==> src/rtl/dma_fifo_pkg.sv <==
`timescale 1ns/1ps
package dma_fifo_pkg;

    localparam int REG_W     = 8;
    localparam int BIT_IE    = 7;
    localparam int BIT_W1C   = 6;
    localparam int BIT_FMODE = 2;

    localparam logic [1:0] DIR_MEM2MEM = 2'b10;

    typedef enum logic [2:0] {
        FC_BELOW_Q1   = 3'b000,
        FC_BELOW_HALF = 3'b001,
        FC_BELOW_Q3   = 3'b010,
        FC_BELOW_FULL = 3'b011,
        FC_EMPTY      = 3'b100,
        FC_FULL       = 3'b101
    } fill_code_e;

    typedef enum logic [1:0] {
        FP_QUARTER = 2'b00,
        FP_HALF    = 2'b01,
        FP_3QUART  = 2'b10,
        FP_FULL    = 2'b11
    } flush_pt_e;

    typedef struct packed {
        logic      err_ie;
        logic      fifo_mode;
        flush_pt_e flush_pt;
    } cfg_t;

    function automatic fill_code_e fill_code(int unsigned lvl, int unsigned depth);
        if (lvl == 0)              return FC_EMPTY;
        if (lvl >= depth)          return FC_FULL;
        if (lvl * 4 < depth)       return FC_BELOW_Q1;
        if (lvl * 2 < depth)       return FC_BELOW_HALF;
        if (lvl * 4 < depth * 3)   return FC_BELOW_Q3;
        return FC_BELOW_FULL;
    endfunction

    function automatic int unsigned flush_bytes(flush_pt_e pt, int unsigned depth);
        case (pt)
            FP_QUARTER: return depth / 4;
            FP_HALF:    return depth / 2;
            FP_3QUART:  return (depth * 3) / 4;
            default:    return depth;
        endcase
    endfunction

endpackage

==> src/rtl/dma_fifo_store.sv <==
`timescale 1ns/1ps
module dma_fifo_store #(
    parameter int DEPTH  = 16,
    parameter int DATA_W = 8,
    localparam int AW    = $clog2(DEPTH),
    localparam int LW    = $clog2(DEPTH + 1)
) (
    input  logic              clk,
    input  logic              rst,
    input  logic              push,
    input  logic [DATA_W-1:0] push_data,
    input  logic              pop,
    output logic [DATA_W-1:0] head_data,
    output logic [LW-1:0]     level,
    output logic              push_ovf,
    output logic              pop_unf
);
    localparam logic [AW-1:0] LAST_IDX = AW'(DEPTH - 1);
    localparam logic [LW-1:0] FULL_LVL = LW'(DEPTH);

    logic [DATA_W-1:0] mem [DEPTH];
    logic [AW-1:0]     wr_ptr, rd_ptr;
    logic              is_full, is_empty, do_push, do_pop;

    assign is_full  = (level == FULL_LVL);
    assign is_empty = (level == '0);
    assign do_push  = push && !is_full;
    assign do_pop   = pop && !is_empty;
    assign push_ovf = push && is_full;
    assign pop_unf  = pop && is_empty;
    assign head_data = mem[rd_ptr];

    function automatic logic [AW-1:0] bump(logic [AW-1:0] p);
        return (p == LAST_IDX) ? '0 : p + 1'b1;
    endfunction

    always_ff @(posedge clk) begin
        if (do_push) mem[wr_ptr] <= push_data;
    end

    always_ff @(posedge clk) begin
        if (rst) begin
            wr_ptr <= '0;
            rd_ptr <= '0;
            level  <= '0;
        end else begin
            if (do_push) wr_ptr <= bump(wr_ptr);
            if (do_pop)  rd_ptr <= bump(rd_ptr);
            case ({do_push, do_pop})
                2'b10:   level <= level + 1'b1;
                2'b01:   level <= level - 1'b1;
                default: level <= level;
            endcase
        end
    end
endmodule

==> src/rtl/dma_fifo_level_dec.sv <==
`timescale 1ns/1ps
module dma_fifo_level_dec
    import dma_fifo_pkg::*;
#(
    parameter int DEPTH = 16,
    localparam int LW   = $clog2(DEPTH + 1)
) (
    input  logic [LW-1:0] level,
    input  flush_pt_e     flush_pt,
    output fill_code_e    code,
    output logic          drain_req
);
    always_comb begin
        code      = fill_code(int'(level), DEPTH);
        drain_req = int'(level) >= int'(flush_bytes(flush_pt, DEPTH));
    end
endmodule

==> src/rtl/dma_fifo_cfg_regs.sv <==
`timescale 1ns/1ps
module dma_fifo_cfg_regs
    import dma_fifo_pkg::*;
(
    input  logic             clk,
    input  logic             rst,
    input  logic             wr_en,
    input  logic [REG_W-1:0] wdata,
    input  logic             stream_en,
    input  logic [1:0]       dir,
    input  logic             err_evt,
    output cfg_t             cfg,
    output logic             err_flag
);
    logic force_fifo;
    assign force_fifo = stream_en && (dir == DIR_MEM2MEM);

    always_ff @(posedge clk) begin
        if (rst) begin
            cfg.err_ie    <= 1'b0;
            cfg.fifo_mode <= 1'b0;
            cfg.flush_pt  <= FP_HALF;
            err_flag      <= 1'b0;
        end else begin
            if (wr_en) cfg.err_ie <= wdata[BIT_IE];
            if (wr_en && !stream_en) begin
                cfg.flush_pt  <= flush_pt_e'(wdata[1:0]);
                cfg.fifo_mode <= wdata[BIT_FMODE];
            end
            if (force_fifo) cfg.fifo_mode <= 1'b1;
            if (err_evt)
                err_flag <= 1'b1;
            else if (wr_en && wdata[BIT_W1C])
                err_flag <= 1'b0;
        end
    end
endmodule

==> src/rtl/dma_fifo_ctrl.sv <==
`timescale 1ns/1ps
module dma_fifo_ctrl
    import dma_fifo_pkg::*;
#(
    parameter int DEPTH  = 16,
    parameter int DATA_W = 8
) (
    input  logic              clk,
    input  logic              rst,
    input  logic              reg_wr,
    input  logic [7:0]        reg_wdata,
    output logic [7:0]        reg_rdata,
    input  logic              stream_en,
    input  logic [1:0]        xfer_dir,
    input  logic              push,
    input  logic [DATA_W-1:0] push_data,
    input  logic              pop,
    output logic [DATA_W-1:0] pop_data,
    output logic              drain_req,
    output logic              err_irq
);
    localparam int LW = $clog2(DEPTH + 1);

    logic [LW-1:0] level;
    logic          push_ovf, pop_unf, err_evt, err_flag;
    cfg_t          cfg;
    fill_code_e    code;

    dma_fifo_store #(.DEPTH(DEPTH), .DATA_W(DATA_W)) u_store (
        .clk(clk), .rst(rst), .push(push), .push_data(push_data), .pop(pop),
        .head_data(pop_data), .level(level), .push_ovf(push_ovf), .pop_unf(pop_unf)
    );

    dma_fifo_level_dec #(.DEPTH(DEPTH)) u_dec (
        .level(level), .flush_pt(cfg.flush_pt), .code(code), .drain_req(drain_req)
    );

    assign err_evt = cfg.fifo_mode && (push_ovf || pop_unf);

    dma_fifo_cfg_regs u_cfg (
        .clk(clk), .rst(rst), .wr_en(reg_wr), .wdata(reg_wdata),
        .stream_en(stream_en), .dir(xfer_dir), .err_evt(err_evt),
        .cfg(cfg), .err_flag(err_flag)
    );

    assign err_irq   = err_flag && cfg.err_ie;
    assign reg_rdata = {cfg.err_ie, 1'b0, code, cfg.fifo_mode, cfg.flush_pt};
endmodule

==> config.mk <==
export PLATFORM = sky130hd
export DESIGN_NAME = dma_fifo_ctrl
export DESIGN_NICKNAME = d
export VERILOG_FILES = /design/src/rtl/dma_fifo_pkg.sv /design/src/rtl/dma_fifo_store.sv /design/src/rtl/dma_fifo_level_dec.sv /design/src/rtl/dma_fifo_cfg_regs.sv /design/src/rtl/dma_fifo_ctrl.sv
export SDC_FILE = /design/constraint.sdc
export NUM_CORES = 1
export LEC_CHECK = 0
export ABC_AREA = 0
export ABC_CLOCK_PERIOD_IN_PS = 2900
export BUFFER_PORTS_ARGS = -buffer_cell sky130_fd_sc_hd__buf_2
export CAP_MARGIN = 20
export CORE_AREA = 2 2 147 91
export DETAILED_ROUTE_END_ITERATION = 12
export DIE_AREA = 0 0 149 93
export PLACE_DENSITY_LB_ADDON = 0.1
export SLEW_MARGIN = 25
export SYNTH_ARGS = -nofsm -noshare
export SYNTH_HDL_FRONTEND = slang
export SYNTH_SLANG_ARGS = --single-unit
==> constraint.sdc <==
create_clock -name clk -period 2.9 [get_ports clk]
set_input_delay 0.58 -clock clk [delete_from_list [all_inputs] [get_ports clk]]
set_output_delay 0.58 -clock clk [all_outputs]
set_load 0.01 [all_outputs]
==> metrics.md, run 1 <==
| Metric | Value |
|---|---|
| Critical path buffer and inverter count | 3 |
| Critical path data arrival time | about 2.3 ns |
| Layout area overhead | 18.9% |
| Routed Antenna Nets | 0 |
| DRC Markers | 0 |
| Vias per cell | 5.43 |
| EDFF count, synth | approximately 130 |
| FF-to-FF End | u_store.level[4] |
| Wire per inst | approximately 21 um |
| Antenna diode count | 0 |
| Routed WL | 12,200 um |
| Vias in the first global route | around 3,000 |
| CP endpoint kind | output pin |
| # nets final | 445 |
| DR pass1 iterations | 4 |
| Worst slew pin tran | about 1.0 ns |
| Most frequent CP cell | mux4_2 |
| Clock Tree Buf Depth | 2 |
| Synth unique cells | 47 |
| Crit path max-delay cell type | mux4_2 |
| Root Driver | clkbuf_16 |
| Clock slew at reported path FFs | 0.06 ns |
| R2R cell count | 9 |
| Worst hold path type | primary input to flip-flop |
| Hold Crit Depth | 2 |
| Critical path class | flip-flop to output pin |
| Startpoint types | flip-flop |
| All-Layer GR Usage | a little under a fifth |
| Setup ws final | 0.0530 ns |
| Placer Congestion | about 0.80 |
| Sequential area share after synthesis | between 60% and 70% |
| Latest clock arrival within the worst-skew pair | approximately 0.4 ns |
| First-pass GRT wire length | between 15,000 and 20,000 um |
| Post-Syn Area | ~6100 um2 |
| CP required | around 2.3 ns |
| Rows | 32 |
| P_leak | 0.00253 uW |
| Fin crit share | a little over nine tenths |
| Iteration-0 DRC Markers | ~210 |
| Initial antenna violation count | 0 |
| Maximum vdd ir drop | 432 uV |
| CP Max Fanout | 8 |
| Slowest Stage Delay on Critical Path | between 0.5 and 0.6 ns |
| Placed Instances | roughly 560 |
| Place WS | approximately 0.16 ns |
| Max-slew violations | 0 |
| Status | finished clean |
| Final Skew | ~0.0093 ns |
| Boundary Pins | 42 |
| MaxCap Viol Count | 0 |
| CP top delay family | multiplexers |
| Syn avg cell area | around 18 um2 |
| CTS Hold Buffers Added | 0 |
| RSZ-0062 raised after global routing | yes |
| Hold Crit Start | reg_wdata[0] |
| Die Area | 13,900 um2 |
| Hold Fails Final Rpt | 0 |
| YS warnings | 0 |
| Tot Pwr | between 6000 and 7000 uW |
| CORE AREA | between 10,000 and 15,000 um2 |
| Syn_nets | between 300 and 400 |
| GR Overflow Total | 0 |
| Worst slew margin | approximately 30% |
| Hpwl dp | 8050 um |
| Tmin final | 2.85 ns |
| Final TNS setup | 0 ns |
| Share of cells above drive strength 1 | 34.0% |
| Leading cell type in the layout, fill and taps excluded | edfxtp_1 |
| Synthesis-stage register bit count | 150 |
| Pwr Density | 873 nW/um2 |
| Final non-filler cell total | roughly 590 |
| Setup violations, final | 0 |
| Max frequency | approximately 350 MHz |
| Total number of vias | about 3,200 |
| Die Span X | approximately 150 um |
| Main flop type after synthesis | edfxtp_1 |
| Starting Density | slightly below 50% |
| R2r setup slk | approximately 0.13 ns |
| Die Ht | between 90 and 100 um |
| Crit path cell chain | buf_12 > buf_16 > mux4_2 > mux4_2 > buf_2 |
| CTS tree | done |
| Hold EP | u_cfg.cfg[0] |
| CTS buffer count | 17 |
| Pin count of the biggest net entering global routing | 22 |
| Most frequent cells in the layout | edfxtp_1, mux4_2, buf_2 |
| I/O Buffers | 37 |
| Mapped Cells | 344 |
| Post-synth ARST share | 0% |
| H-tree depth | 4 |
| FF-to-FF Start | u_store.level[1] |
| Clock sink total | 150 |
[layer usage]
metal,track usage (%),part of all wire [%],routed length [um]
met1,30.1,52,6330
met2,25.2,42,5170
met3,5.37,5.3,646
met4,6.90,0.82,101
met5,0,0,0
[Yosys cell counts (2+ instances only)]
cell type / instances / area (um2)
edfxtp_1: 128 / 3840
a21oi_1: 10 / 50.1
o21ai_0: 2 / 10.0
mux2i_1: 2 / 20.0
nor2b_1: 4 / 25.0
nor3_1: 5 / 25.0
clkbuf_1: 7 / 26.3
xor2_1: 5 / 43.8
nand2_1: 15 / 56.3
a211o_1: 2 / 17.5
mux4_2: 40 / 901
a21boi_0: 2 / 15.0
a31oi_1: 3 / 18.8
nand2b_1: 4 / 25.0
mux2_1: 2 / 22.5
buf_2: 3 / 15.0
nor2_1: 36 / 135
inv_1: 10 / 37.5
dfxtp_1: 22 / 440
ha_1: 13 / 163
buf_1: 3 / 11.3
[worst register-to-register path, stage by stage (launching register included)]
cell	delay [ns]
dfxtp_1	0.31
or4_4	0.57
o21ai_4	0.21
inv_2	0.09
ha_1	0.23
xor2_1	0.15
ha_1	0.22
o32a_1	0.34
o22ai_1	0.21
mux2_1	0.34
[power by group]
group	total (uW)	internal (uW)	switching (uW)
clock network	2230	1360	871
logic	1590	847	748
registers	2550	2450	97.3
[flip-flops by register name, indices dropped and copies added, names as in the netlist, named ones only]
name / flops
u_cfg.cfg: 4
u_store.wr_ptr: 4
u_store.mem: 128
u_store.rd_ptr: 4
u_store.level: 5
u_cfg.err_flag: 1
[repair_timing]
| item | 4_1_cts | 5_1_grt |
|---|---|---|
| setup buffers | 1 | 1 |
| resized for setup | 3 | 1 |
| endpoints found under the setup margin | 2 | 6 |
| pin swaps | 0 | 0 |
| gates cloned | 2 | 0 |
[area by class of cell]
class,instances,area (um2)
Clock buffer,18,429
Clock inverter,14,174
Fill cell,996,5270
Inverter,11,41.3
Multi-Input combinational cell,166,1710
Sequential cell,150,4290
Tap cell,170,213
Timing Repair Buffer,62,443
[through the flow]
stage	utilization (%)	instance area, um2	hold WS, ns
floorplan	-	6140	0.446
finish	58.1	7300	0.372
global route	58.1	7300	0.376
global placement	52.7	6630	0.466
detailed placement	52.7	6630	0.479
CTS	58.2	7310	0.351
[worst max path at each step]
stage / cells after the start / end / start
final: 5 / pop_data[0] / flip-flop
after global routing: 5 / pop_data[4] / flip-flop
after CTS: 4 / pop_data[0] / flip-flop
after detailed placement: 9 / u_store.level[4] / u_store.level[1]
after global placement: 9 / u_store.level[4] / u_store.level[1]
after floorplan: 10 / u_store.level[4] / u_store.level[1]
[cells by family after synthesis]
| group | count (synthesis) | share of synthesized area, % |
|---|---|---|
| flip-flops | 150 | 69.8 |
| AND/OR/NAND/NOR | 74 | 5.60 |
| multiplexers | 45 | 15.5 |
| AO/OA/AOI/OAI | 28 | 3.28 |
| buffers and inverters | 28 | 2.38 |
| adder cells (fa/ha/maj) | 13 | 2.65 |
| XOR/XNOR | 5 | 0.713 |
| other | 1 | 0.0611 |
No activity file was read; power rests on OpenSTA's default activity.
==> inputs of run 2 (changes only) <==
--- a/config.mk
+++ b/config.mk
@@ -9,9 +9,11 @@
 export ABC_CLOCK_PERIOD_IN_PS = 2900
 export BUFFER_PORTS_ARGS = -buffer_cell sky130_fd_sc_hd__buf_2
 export CAP_MARGIN = 20
-export CORE_AREA = 2 2 147 91
+export CELL_PAD_IN_SITES_DETAIL_PLACEMENT = 1
+export CELL_PAD_IN_SITES_GLOBAL_PLACEMENT = 1
+export CORE_AREA = 2 2 151 94
 export DETAILED_ROUTE_END_ITERATION = 12
-export DIE_AREA = 0 0 149 93
+export DIE_AREA = 0 0 153 96
 export PLACE_DENSITY_LB_ADDON = 0.1
 export SLEW_MARGIN = 25
 export SYNTH_ARGS = -nofsm -noshare
==> run 2 against run 1 <==
Against the previous run:
- fmax fell by 1.2%
- critical endpoint is now pop_data[7]
- routed wire length rose by 17%
- critical path type unchanged
- count of clock-buffer cells in the layout did not move
- power rose by 4.4%
- register-to-register slack improved by 0.08 ns
==> metrics.md, run 2 (synthesis results as in run 1) <==
| Metric | Value |
|---|---|
| Status | finished clean |
| Rows | 33 |
| Initial antenna violation count | 0 |
| FILL cells | approximately 1,200 |
| Pin count of the biggest net entering global routing | 33 |
| CORE AREA | about 13,000 um2 |
| Pwr Density | about 900 nW/um2 |
| Tmin final | between 2 and 3 ns |
| All-Layer GR Usage | 21.1% |
| Worst slew margin | 33.9% |
| DRC Markers | 0 |
| DR pass1 iterations | 4 |
| Power Internal | roughly 5000 uW |
| Boundary Pins | 42 |
| Crit path max-delay cell type | mux4_2 |
| Share of cells above drive strength 1 | between 30% and 40% |
| CP endpoint kind | output pin |
| Latest clock arrival within the worst-skew pair | 0.42 ns |
| Critical path class | flip-flop to output pin |
| Slowest Stage Delay on Critical Path | between 0.5 and 0.6 ns |
| Combinational group share of total power | a little over a quarter |
| RSZ-0062 raised after global routing | yes |
| Final non-filler cell total | 598 |
| H-tree depth | 4 |
| CTS buffer count | 17 |
| Most frequent cells in the layout | edfxtp_1, mux4_2, buf_2 |
| Worst slew pin tran | around 0.99 ns |
| Critical path data arrival time | between 2 and 2.5 ns |
| Hold Fails Final Rpt | 0 |
| Root Driver | clkbuf_16 |
| Placed Instances | 563 |
| CTS tree | done |
| Die Area | between 10,000 and 15,000 um2 |
| Crit path cell chain | buf_6 > buf_16 > mux4_2 > mux4_2 > buf_2 |
| Most frequent CP cell | mux4_2 |
| Die Ht | approximately 96 um |
| Hpwl dp | just under 9000 um |
| Clock network fraction of total power | between 30% and 40% |
| Iteration-0 DRC Markers | 284 |
| Largest Register | u_store.mem |
| Regs by FF count | u_store.mem: 128 flops, u_store.level: 5 flops |
| Startpoint types | flip-flop |
| CP required | around 2.3 ns |
| Sw Pwr | about 1800 uW |
| Vias per cell | approximately 5.7 |
| CTS Hold Buffers Added | 0 |
| Maximum vdd ir drop | ~350 uV |
| MaxCap Viol Count | 0 |
| Routed Antenna Nets | 0 |
| P_leak | 0.00258 uW |
| First-pass GRT wire length | between 20,000 and 25,000 um |
| Clock sink total | 150 |
| Max frequency | approximately 350 MHz |
| Layout area overhead | 20.7% |
| Starting Density | ~46% |
| Max reg flops | between 100 and 150 |
| Final Core Density | 55.6% |
| Routed WL | between 10,000 and 15,000 um |
| Place WS | 0.192 ns |
| Worst hold path type | primary input to flip-flop |
| Setup ws final | 0.0193 ns |
| Antenna diode count | 0 |
| Vias in the first global route | 3,458 |
| Switching Fraction | 26.6% |
| Clock slew at reported path FFs | about 0.06 ns |
| Setup violations, final | 0 |
| Final Skew | around 0.007 ns |
| Total number of vias | between 3,000 and 4,000 |
| Max-slew violations | 0 |
| Wire per inst | 24.0 um |
| Tot Pwr | ~6700 uW |
| Clock Tree Buf Depth | 2 |
| I/O Buffers | 37 |
| Placer Congestion | around 0.78 |
| Fin crit share | roughly 99% |
| Sequential power share | between 30% and 40% |
| GR Overflow Total | 0 |
| Die Span X | roughly 150 um |
| Leading cell type in the layout, fill and taps excluded | edfxtp_1 |
| # nets final | 448 |
| CP Max Fanout | 8 |
[run 2: changes by cell type in the layout (fill, tap and decap cells not counted), sizes merged]
cell	previous run	this run
inv	15	11
bufinv	3	5
clkinv	5	7
clkbuf	18	19
clkinvlp	2	1
buf	62	64
[run 2: layout make-up]
cell class                 instances  area, um2  share of cell area (%)
multi-input combinational        166       1730                    23.3
inverter                          11       41.3                   0.557
tap                              175        219                    2.95
sequential                       150       4290                    57.9
timing repair buffer              65        500                    6.75
clock buffer                      18        429                    5.79
clock inverter                    13        206                    2.79
[run 2: worst paths after layout]
check        cells after the start           endpoint               from  slack, ns
min                              2       u_cfg.cfg[0]       reg_wdata[0]       0.37
max reg2reg                      9   u_store.level[4]   u_store.level[1]       0.21
min reg2reg                      2  u_store.rd_ptr[1]  u_store.rd_ptr[1]       0.51
max                              5        pop_data[7]          flip-flop       0.02
[run 2: metal layers]
layer / routed length, um / GRT usage [%] / part of all wire, % / up-vias
met1: 7040 / 31.3 / 49 / 1789
met3: 778 / 5.36 / 5.4 / 19
met2: 6300 / 30.4 / 44 / 115
met5: 0 / 0 / 0 / -
li1: - / - / - / 1488
met4: 220 / 7.48 / 1.5 / 0
[run 2: power by group through the flow]
stage	clock network, uW	registers, uW	logic [uW]
after CTS	2420	2530	1690
after global routing	2490	2550	1870
after detailed placement	0	2560	1550
after global placement	0	2550	1520
after floorplan	0	2560	1050
final	2380	2540	1730
[run 2: what timing repair did]
| action | 4_1_cts | 5_1_grt |
|---|---|---|
| pin swaps | 0 | 0 |
| gates resized for setup | 3 | 5 |
| gates cloned | 2 | 1 |
| endpoints found under the setup margin | 4 | 8 |
| setup buffers | 1 | 0 |
[run 2: stage by stage]
step / TNS (ns) / instance area, um2 / hold slack, ns
after floorplan: 0 / 6140 / 0.446
after global placement: 0 / 6650 / 0.492
after detailed placement: 0 / 6650 / 0.501
after CTS: -0.0227 / 7360 / 0.358
after global routing: -0.131 / 7410 / 0.367
final: 0 / 7410 / 0.374
[run 2: worst max-delay path, delay by kind of cell, from the launching register on]
| kind | cells | cell delay [ns] |
|---|---|---|
| mux | 2 | 1.01 |
| buf+inv | 3 | 0.43 |
| flops | 1 | 0.42 |
